`src/rtl/str_eng_pkg.sv`:
```
package str_eng_pkg;

  typedef enum logic [2:0] {
    OP_CPY_UP   = 3'd0,
    OP_CPY_DOWN = 3'd1,
    OP_CPY_Z    = 3'd2,
    OP_FILL     = 3'd3,
    OP_SEEK     = 3'd4,
    OP_SKIP     = 3'd5,
    OP_CMP      = 3'd6,
    OP_RSVD     = 3'd7
  } op_e;

  typedef enum logic [2:0] {
    ST_IDLE,
    ST_RD,
    ST_RD2,
    ST_WR,
    ST_EV,
    ST_FIN
  } st_e;

  localparam logic [1:0] SZ_BYTE = 2'd0;
  localparam logic [1:0] SZ_BAD  = 2'd3;

  function automatic logic is_copy(input op_e o);
    return (o == OP_CPY_UP) || (o == OP_CPY_DOWN) || (o == OP_CPY_Z);
  endfunction

  function automatic logic is_sized(input op_e o);
    return (o == OP_FILL) || (o == OP_SEEK) || (o == OP_SKIP);
  endfunction

endpackage

```
`src/rtl/str_eng_step.sv`:
```
module str_eng_step #(
  parameter int XW = 32
) (
  input  logic [1:0]    size,
  input  logic          backward,
  output logic [XW-1:0] delta
);
  localparam logic [XW-1:0] ONE = XW'(1);

  always_comb begin
    if (backward) delta = '1;
    else          delta = ONE << size;
  end
endmodule

```
`src/rtl/str_eng_eval.sv`:
```
module str_eng_eval
  import str_eng_pkg::*;
#(
  parameter int XW = 32
) (
  input  op_e           op,
  input  logic [1:0]    size,
  input  logic [XW-1:0] rdata,
  input  logic [7:0]    first_byte,
  input  logic [XW-1:0] key,
  input  logic [XW-1:0] cnt_next,
  output logic          stop,
  output logic          z,
  output logic          c
);
  localparam logic [XW-1:0] MASK_B = XW'(8'hFF);
  localparam logic [XW-1:0] MASK_H = XW'(16'hFFFF);

  logic [XW-1:0] mask;
  logic [XW-1:0] elem;
  logic [7:0]    second_byte;
  logic          last;

  always_comb begin
    case (size)
      2'd0:    mask = MASK_B;
      2'd1:    mask = MASK_H;
      default: mask = '1;
    endcase
  end

  assign elem        = rdata & mask;
  assign second_byte = rdata[7:0];
  assign last        = (cnt_next == '0);

  always_comb begin
    stop = last;
    z    = 1'b0;
    c    = 1'b0;
    case (op)
      OP_SEEK: begin
        stop = last || (elem == key);
        z    = (elem == key);
        c    = (elem <= key);
      end
      OP_SKIP: begin
        stop = last || (elem != key);
        z    = last;
        c    = (elem <= key);
      end
      OP_CMP: begin
        stop = last || (first_byte != second_byte) || (first_byte == 8'd0);
        z    = (first_byte == second_byte);
        c    = (first_byte >= second_byte);
      end
      OP_CPY_Z: begin
        stop = last || (second_byte == 8'd0);
      end
      default: ;
    endcase
  end
endmodule

```
`src/rtl/str_eng_ctrl.sv`:
```
module str_eng_ctrl
  import str_eng_pkg::*;
(
  input  logic       clk,
  input  logic       rst,
  input  logic       start,
  input  op_e        op_in,
  input  logic [1:0] size_in,
  input  logic       cnt_zero_in,
  input  op_e        op_q,
  input  logic       stop,
  output st_e        state,
  output logic       accept,
  output logic       reject
);
  st_e  nxt;
  logic bad;

  assign bad    = (size_in == SZ_BAD) || (op_in == OP_RSVD);
  assign accept = (state == ST_IDLE) && start && !bad;
  assign reject = (state == ST_IDLE) && start && bad;

  always_comb begin
    nxt = state;
    case (state)
      ST_IDLE: begin
        if (accept) begin
          if (cnt_zero_in)          nxt = ST_FIN;
          else if (op_in == OP_FILL) nxt = ST_WR;
          else                       nxt = ST_RD;
        end
      end
      ST_RD: begin
        if (op_q == OP_CMP)    nxt = ST_RD2;
        else if (is_copy(op_q)) nxt = ST_WR;
        else                    nxt = ST_EV;
      end
      ST_RD2: nxt = ST_EV;
      ST_WR: begin
        if (stop)                 nxt = ST_FIN;
        else if (op_q == OP_FILL) nxt = ST_WR;
        else                      nxt = ST_RD;
      end
      ST_EV:   nxt = stop ? ST_FIN : ST_RD;
      ST_FIN:  nxt = ST_IDLE;
      default: nxt = ST_IDLE;
    endcase
  end

  always_ff @(posedge clk) begin
    if (rst) state <= ST_IDLE;
    else     state <= nxt;
  end
endmodule

```
`src/rtl/str_seq_engine.sv`:
```
module str_seq_engine
  import str_eng_pkg::*;
#(
  parameter int XW = 32
) (
  input  logic          clk,
  input  logic          rst,
  input  logic          start,
  input  logic [2:0]    op,
  input  logic [1:0]    size,
  input  logic [XW-1:0] ptr_a_in,
  input  logic [XW-1:0] ptr_b_in,
  input  logic [XW-1:0] cnt_in,
  output logic          busy,
  output logic          done,
  output logic          err,
  output logic [XW-1:0] ptr_a,
  output logic [XW-1:0] ptr_b,
  output logic [XW-1:0] cnt,
  output logic          flag_z,
  output logic          flag_c,
  output logic          mem_rd,
  output logic          mem_wr,
  output logic [XW-1:0] mem_addr,
  output logic [1:0]    mem_size,
  output logic [XW-1:0] mem_wdata,
  input  logic [XW-1:0] mem_rdata
);
  localparam logic [XW-1:0] ONE = XW'(1);

  st_e           state;
  op_e           op_q;
  logic [1:0]    size_q;
  logic [1:0]    size_eff;
  logic [7:0]    first_q;
  logic          err_q;
  logic          accept;
  logic          reject;
  logic          stop;
  logic          ev_z;
  logic          ev_c;
  logic [XW-1:0] delta;
  logic [XW-1:0] cnt_next;

  assign cnt_next = cnt - ONE;
  assign size_eff = is_sized(op_q) ? size_q : SZ_BYTE;

  str_eng_ctrl u_ctrl (
    .clk         (clk),
    .rst         (rst),
    .start       (start),
    .op_in       (op_e'(op)),
    .size_in     (size),
    .cnt_zero_in (cnt_in == '0),
    .op_q        (op_q),
    .stop        (stop),
    .state       (state),
    .accept      (accept),
    .reject      (reject)
  );

  str_eng_step #(.XW(XW)) u_step (
    .size     (size_eff),
    .backward (op_q == OP_CPY_DOWN),
    .delta    (delta)
  );

  str_eng_eval #(.XW(XW)) u_eval (
    .op         (op_q),
    .size       (size_eff),
    .rdata      (mem_rdata),
    .first_byte (first_q),
    .key        (ptr_b),
    .cnt_next   (cnt_next),
    .stop       (stop),
    .z          (ev_z),
    .c          (ev_c)
  );

  always_ff @(posedge clk) begin
    if (rst) begin
      op_q    <= OP_CPY_UP;
      size_q  <= SZ_BYTE;
      ptr_a   <= '0;
      ptr_b   <= '0;
      cnt     <= '0;
      flag_z  <= 1'b0;
      flag_c  <= 1'b0;
      first_q <= 8'd0;
      err_q   <= 1'b0;
    end else begin
      err_q <= reject;
      if (accept) begin
        op_q   <= op_e'(op);
        size_q <= size;
        ptr_a  <= ptr_a_in;
        ptr_b  <= ptr_b_in;
        cnt    <= cnt_in;
      end
      case (state)
        ST_RD2: first_q <= mem_rdata[7:0];
        ST_WR: begin
          ptr_a <= ptr_a + delta;
          if (is_copy(op_q)) ptr_b <= ptr_b + delta;
          cnt <= cnt_next;
        end
        ST_EV: begin
          ptr_a <= ptr_a + delta;
          if (op_q == OP_CMP) ptr_b <= ptr_b + delta;
          cnt    <= cnt_next;
          flag_z <= ev_z;
          flag_c <= ev_c;
        end
        default: ;
      endcase
    end
  end

  assign busy = (state != ST_IDLE);
  assign done = (state == ST_FIN);
  assign err  = err_q;

  assign mem_rd   = (state == ST_RD) || (state == ST_RD2);
  assign mem_wr   = (state == ST_WR);
  assign mem_size = size_eff;

  always_comb begin
    case (state)
      ST_RD:   mem_addr = is_copy(op_q) ? ptr_b : ptr_a;
      ST_RD2:  mem_addr = ptr_b;
      default: mem_addr = ptr_a;
    endcase
  end

  assign mem_wdata = (op_q == OP_FILL) ? ptr_b : {{(XW-8){1'b0}}, mem_rdata[7:0]};

endmodule

```
`config.mk`:
```
export PLATFORM = sky130hd
export DESIGN_NAME = str_seq_engine
export DESIGN_NICKNAME = d
export VERILOG_FILES = /design/src/rtl/str_eng_pkg.sv /design/src/rtl/str_eng_step.sv /design/src/rtl/str_eng_eval.sv /design/src/rtl/str_eng_ctrl.sv /design/src/rtl/str_seq_engine.sv
export SDC_FILE = /design/constraint.sdc
export NUM_CORES = 1
export LEC_CHECK = 0
export BUFFER_PORTS_ARGS = -buffer_cell sky130_fd_sc_hd__buf_2
export CAP_MARGIN = 40
export CORE_MARGIN = 4
export CORE_UTILIZATION = 38
export CTS_CLUSTER_DIAMETER = 30
export CTS_CLUSTER_SIZE = 12
export DETAILED_ROUTE_END_ITERATION = 7
export SYNTH_ARGS = -nofsm -noshare
export SYNTH_HDL_FRONTEND = slang
export SYNTH_SLANG_ARGS = --single-unit
```
`constraint.sdc`:
```
create_clock -name clk -period 4.7 [get_ports clk]
set_input_delay 0.94 -clock clk [delete_from_list [all_inputs] [get_ports clk]]
set_output_delay 0.94 -clock clk [all_outputs]
set_load 0.02 [all_outputs]
```
==> results of run 1 <==
[cells in the mapped netlist, types with 4 or more instances]
cell	instances
nand2b_1	11
and3_1	31
mux2i_1	12
o21bai_1	9
dfxtp_1	115
nand4_1	18
buf_1	9
o21ai_1	7
a31oi_1	8
a2111oi_0	4
o21ai_0	83
a21o_1	27
a21boi_0	7
nor4_1	29
nor2b_1	24
or2_2	7
or3_1	13
o41ai_1	5
nor3_1	54
a221oi_1	7
o21a_1	9
nor2_1	115
a311oi_1	34
mux2_2	32
ha_1	104
a22oi_1	9
a211oi_1	29
nor4b_1	4
and2_1	5
clkbuf_1	70
a21oi_1	132
o221ai_1	4
nand3_1	39
o31ai_1	11
o211ai_1	21
nand2_1	219
buf_2	7
inv_1	61
xor2_1	14
xnor2_1	30
nor3b_1	5
o2111a_1	4
[through the flow]
stage / util (%) / hold slack [ns] / setup WS, ns / cell area [µm²] / std cells
floorplan: - / 0.445 / 0.405 / 10900 / 1498
global placement: 45.4 / 0.471 / 0.510 / 12700 / 2113
detailed placement: 45.4 / 0.472 / 0.466 / 12700 / 2113
CTS: 47.8 / 0.480 / 0.436 / 13400 / 2144
global route: 47.8 / 0.502 / 0.0467 / 13400 / 2148
finish: 47.8 / 0.483 / 0.371 / 13400 / 2148
[area by class of cell]
cell class / instances / area [µm²] / share of cell area, %
antenna: 3 / 7.51 / 0.0561
clock buffer: 19 / 443 / 3.31
clock inverter: 12 / 205 / 1.53
inverter: 64 / 240 / 1.79
multi-input combinational: 1231 / 8030 / 60.0
sequential: 115 / 2300 / 17.2
tap: 378 / 473 / 3.53
timing repair buffer: 326 / 1690 / 12.6
[registers in the layout, indices dropped and copies added (netlist names)]
register	count
flag_c	1
ptr_a	32
op_q	3
flag_z	1
first_q	8
u_ctrl.state	3
size_q	2
err	1
ptr_b	32
cnt	32
[where the power goes]
group / switching [mW] / internal [mW]
clock: 0.519 / 0.955
combinational: 1.20 / 0.705
sequential: 0.229 / 1.09
total: 1.94 / 2.75
[worst max path at each step]
stage            start         to  slack [ns]  cells after the start
2_1_floorplan  op_q[1]  ptr_b[30]        0.40                     18
3_3_place_gp   op_q[1]  ptr_a[31]        0.51                     14
3_5_place_dp   op_q[1]  ptr_a[31]        0.47                     14
4_1_cts        op_q[1]  ptr_a[31]        0.44                     14
5_1_grt        op_q[1]  ptr_b[30]        0.05                     16
6_report       op_q[1]  ptr_a[31]        0.37                     14
[cell usage in the layout, fill, tap and decap left out, types with 38 or more instances in the layout]
master and instances:
inv_1 61, nand2_1 219, nand3_1 38, o21ai_0 83, a21oi_1 131, ha_1 104
buf_2 303, nor3_1 54, nor2_1 114, dfxtp_1 115
[per-layer routing]
layer / vias to the layer above / wire [µm] / global-route usage (%)
met3: 66 / 3550 / 5.19
li1: 6068 / - / -
met1: 5967 / 19400 / 36.4
met4: 6 / 965 / 7.99
met2: 531 / 19600 / 42.4
met5: - / 48 / 0
[worst min-delay path, cell delays in order (launching register included)]
cell	delay [ns]
dfxtp_1	0.32
nand2_1	0.06
a21oi_1	0.05
[cells by family after synthesis]
kind of cell               after synthesis
AOI/OAI and AO/OA                      445
xor gates and xnor gates                44
adders and majority gates              106
buffers and inverters                  152
DFF                                    115
muxes                                   44
and+or+nand+nor                        592
==> results_dict.tcl, run 1 <==
set metrics [dict create \
    numCtsBuffers 17 \
    timing.rr.start "op_q[1]" \
    hold_path_class "reg2reg" \
    syn_to_final_growth_pct 23.2 \
    worst_slew_pin_slew_ns 0.871 \
    synth_nets 1740 \
    overflow 0 \
    finalClockSkew_ns 0.0162 \
    synth_seq_cells 115 \
    cts_max_level 4 \
    layout.nets 1997 \
    synth_edf_count 0 \
    synth_area_mm2 0.0109 \
    fin_tns_setup_ns 0 \
    netlist_top_cells_area "dfxtp_1 (21%), ha_1 (12%), nand2_1 (7.6%), a21oi_1 (6.1%), nor2_1 (4.0%)" \
    r2r_cells 14 \
    yosys_warnings 0 \
    cts_tree "built" \
    synth_top_area_share_pct 21.2 \
    ys_seq_area_share_pct 21.2 \
    fin_crit_ns 4.33 \
    synthAdderAreaFrac_pct 12.3 \
    avgSynthCellArea_um2 7.26 \
    port_buffers 304 \
    start_util_pct 38.8 \
    vias 12638 \
    slowest_delay_ns 0.48 \
    synth_xor_xnor_area_share_pct 3.54 \
    cts_resized 0 \
    reg2reg_slack_ns 0.37 \
    clock_path_buffers 2 \
    slowest_stage "dfxtp_1" \
    grt_max_degree 79 \
    vdd_ir_drop_max_v 0.000226 \
    crit_type "reg2reg" \
    fillers 2939 \
    cp.required_ns 5.01 \
    maxCapViolCount 0 \
    finalCritPeriodShare_pct 92.1 \
    synth_compound_area_share_pct 26.8 \
    min_to "size_q[0]" \
    cts_hold_buf 0 \
    path_cells "nor2b_1 -> or2_2 -> and2_1 -> nor2b_1 -> or2_2 -> ha_1 -> a211oi_1 -> o21ai_1 -> a22oi_1 -> o31ai_1 -> a21oi_2 -> nor4_1 -> o31a_1 -> o311a_1" \
    rsz0062_at_grt "false" \
    end_kind "flop" \
    die_area_mm2 0.0314 \
    post_cts_buffers 0 \
    drtIter0Drc 981 \
    fp.dieH_um 177 \
    finalMaxSlewViolations 0 \
    drt-total-wl_um 43600 \
    grt_pass1_vias 11706 \
    grt_pass1_wl_um 66100 \
    async_flop_share_pct 0 \
    powerDensity_mw_per_mm2 350 \
    cp_top_family "compound AO/OA/AOI/OAI gates" \
    clock-sinks 115 \
    max_freq_mhz 231 \
    drive_gt1_share_pct 23.5 \
    syn_inst 1498 \
    grt.total_usage_pct 26.6 \
    clk_pin_slew_worst_paths_ns 0.06 \
    p_total_mw 4.69 \
    drc_errors 0 \
    synth_top_family_by_area "compound AO/OA/AOI/OAI gates" \
    slew_headroom_pct 41.8 \
    root_buffer "clkbuf_16" \
    via_per_inst 5.88 \
    dp_hpwl_um 33400 \
    core-area_mm2 0.0280 \
    ys.flop_type "dfxtp_1" \
    yosys.cell_types.count 78 \
    cp_max_fo 18 \
    synth_mux_area_share_pct 4.42 \
    worst-path-buf-inv 0 \
    setup_viol 0 \
    hold_viol_final 0 \
    boundaryPins 305 \
    cp.arrival_ns 4.64 \
    gp_congestion 0.969 \
    hold_start "size_q[0]" \
    start_kind "flop" \
    wl_per_cell_um 20.3 \
    clock_latency_ns 0.43 \
    synth-simple-area-share_pct 26.2 \
    yosys.area.top_type "dfxtp_1" \
    drt.antenna.violating_nets 0 \
    run_status "complete, no violations" \
    row_count 61 \
    fp.dieW_um 177 \
    dr.pass1.iters 7 \
    min_path_cells 2 \
    rr_endpoint "ptr_a[31]" \
    antenna_found_initial 6 \
    power_leakage_nw 6.21 \
]
(Power assumes the default switching activity.)
==> run 2: changes to the inputs <==
--- a/config.mk
+++ b/config.mk
@@ -12,6 +12,7 @@
 export CTS_CLUSTER_DIAMETER = 30
 export CTS_CLUSTER_SIZE = 12
 export DETAILED_ROUTE_END_ITERATION = 7
+export MAX_ROUTING_LAYER = met4
 export SYNTH_ARGS = -nofsm -noshare
 export SYNTH_HDL_FRONTEND = slang
 export SYNTH_SLANG_ARGS = --single-unit
==> results_dict.tcl, run 2 (same netlist as run 1, synthesis figures left out) <==
set metrics [dict create \
    run_status "complete, no violations" \
    timing.rr.start "op_q[1]" \
    stdcell_area_mm2 0.0134 \
    drt.antenna.violating_nets 0 \
    crit_type "reg2reg" \
    root_buffer "clkbuf_16" \
    fp.dieW_um 177 \
    cts_hold_buf 0 \
    clock-sinks 115 \
    drive_gt1_share_pct 23.6 \
    dp_hpwl_um 33400 \
    dpl_cell_area_mm2 0.0128 \
    clk_pin_slew_worst_paths_ns 0.06 \
    die_area_mm2 0.0314 \
    finalClockSkew_ns 0.0139 \
    slew_headroom_pct 41.6 \
    dr.pass1.iters 7 \
    start_kind "flop" \
    post_cts_buffers 0 \
    hold_viol_final 0 \
    fin_crit_ns 4.39 \
    fin_util_pct 47.8 \
    min_path_cells 2 \
    cp.required_ns 5.00 \
    boundaryPins 305 \
    rr_endpoint "ptr_a[31]" \
    grt_max_degree 79 \
    drc_errors 0 \
    reg_top3 "cnt: 32 flops, ptr_a: 32 flops, ptr_b: 32 flops" \
    hold_start "size_q[0]" \
    end_kind "flop" \
    max_freq_mhz 228 \
    final_common_cell "buf_2" \
    syn_to_final_growth_pct 23.0 \
    cts_max_level 4 \
    grt_pass1_vias 11657 \
    cp.arrival_ns 4.69 \
    clock_path_buffers 2 \
    row_count 61 \
    crit_end "ptr_a[31]" \
    port_buffers 304 \
    grt.total_usage_pct 27.2 \
    hold_path_class "reg2reg" \
    grt_pass1_wl_um 65900 \
    fin_tns_setup_ns 0 \
    r2r_cells 14 \
    cp_max_fo 18 \
    setup_viol 0 \
    layout_common_cells "buf_2 (303), nand2_1 (219), a21oi_1 (131)" \
    core-area_mm2 0.0280 \
    finalMaxSlewViolations 0 \
    start_util_pct 38.8 \
    wl_per_cell_um 20.2 \
    startpoint "op_q[1]" \
    drt-total-wl_um 43400 \
    vdd_ir_drop_max_v 0.000231 \
    rsz0062_at_grt "false" \
    finalCritPeriodShare_pct 93.4 \
    powerDensity_mw_per_mm2 341 \
    clock_latency_ns 0.42 \
    antenna_found_initial 6 \
    layout.nets 1998 \
    numCtsBuffers 17 \
    vias 12543 \
    gp_congestion 0.942 \
    cts_resized 0 \
    p_total_mw 4.57 \
    overflow 0 \
    cts_tree "built" \
    drtIter0Drc 972 \
    via_per_inst 5.83 \
    power_leakage_nw 6.20 \
    worst_slew_pin_slew_ns 0.877 \
    maxCapViolCount 0 \
    fp.dieH_um 177 \
    reg2reg_slack_ns 0.31 \
]
[run 2: stage by stage]
step                instances  hold WS, ns  setup slack (ns)
detailed placement       2115        0.471             0.414
floorplan                1498        0.445             0.405
global placement         2113        0.471             0.515
CTS                      2146        0.478             0.384
global route             2152        0.504            0.0396
finish                   2152        0.475             0.309
[run 2: report_power, final]
group | total [mW] | switching (mW) | internal, mW
Clock | 1.35 | 0.505 | 0.844
Sequential | 1.32 | 0.229 | 1.09
Combinational | 1.90 | 1.19 | 0.706
[run 2: worst min-delay path by stage]
stage | slack (ns) | to
after floorplan | 0.44 | size_q[0]
after global placement | 0.47 | size_q[0]
after detailed placement | 0.47 | size_q[0]
after CTS | 0.48 | size_q[0]
after global routing | 0.50 | size_q[0]
final | 0.48 | size_q[0]
[run 2: final cells by class]
cell class / count / area [µm²]
tap: 378 / 473
antenna: 6 / 15.0
multi-input combinational: 1231 / 8030
clock inverter: 13 / 159
inverter: 64 / 240
sequential: 115 / 2300
timing repair buffer: 327 / 1720
clock buffer: 18 / 439
fill: 2897 / 14600
[run 2: critical path, stage by stage (launching register included)]
cell and delay [ns]:
dfxtp_1 0.48, nor2b_1 0.12, or2_2 0.44, and2_1 0.24
nor2b_1 0.14, or2_2 0.38, ha_1 0.32, a211oi_1 0.09
o21ai_1 0.25, a22oi_1 0.20, o31ai_1 0.58, a21oi_2 0.22
nor4_1 0.44, nor4_1 0.09, o311a_1 0.30
[run 2: routing by layer]
metal | routed length [µm] | vias up | part of all wire [%] | GRT usage (%)
met1 | 19400 | 5869 | 45 | 36.6
li1 | - | 6081 | - | -
met2 | 19300 | 522 | 44 | 41.8
met5 | 0 | - | 0 | -
met3 | 3400 | 71 | 7.8 | 3.95
met4 | 1310 | 0 | 3.0 | 9.99
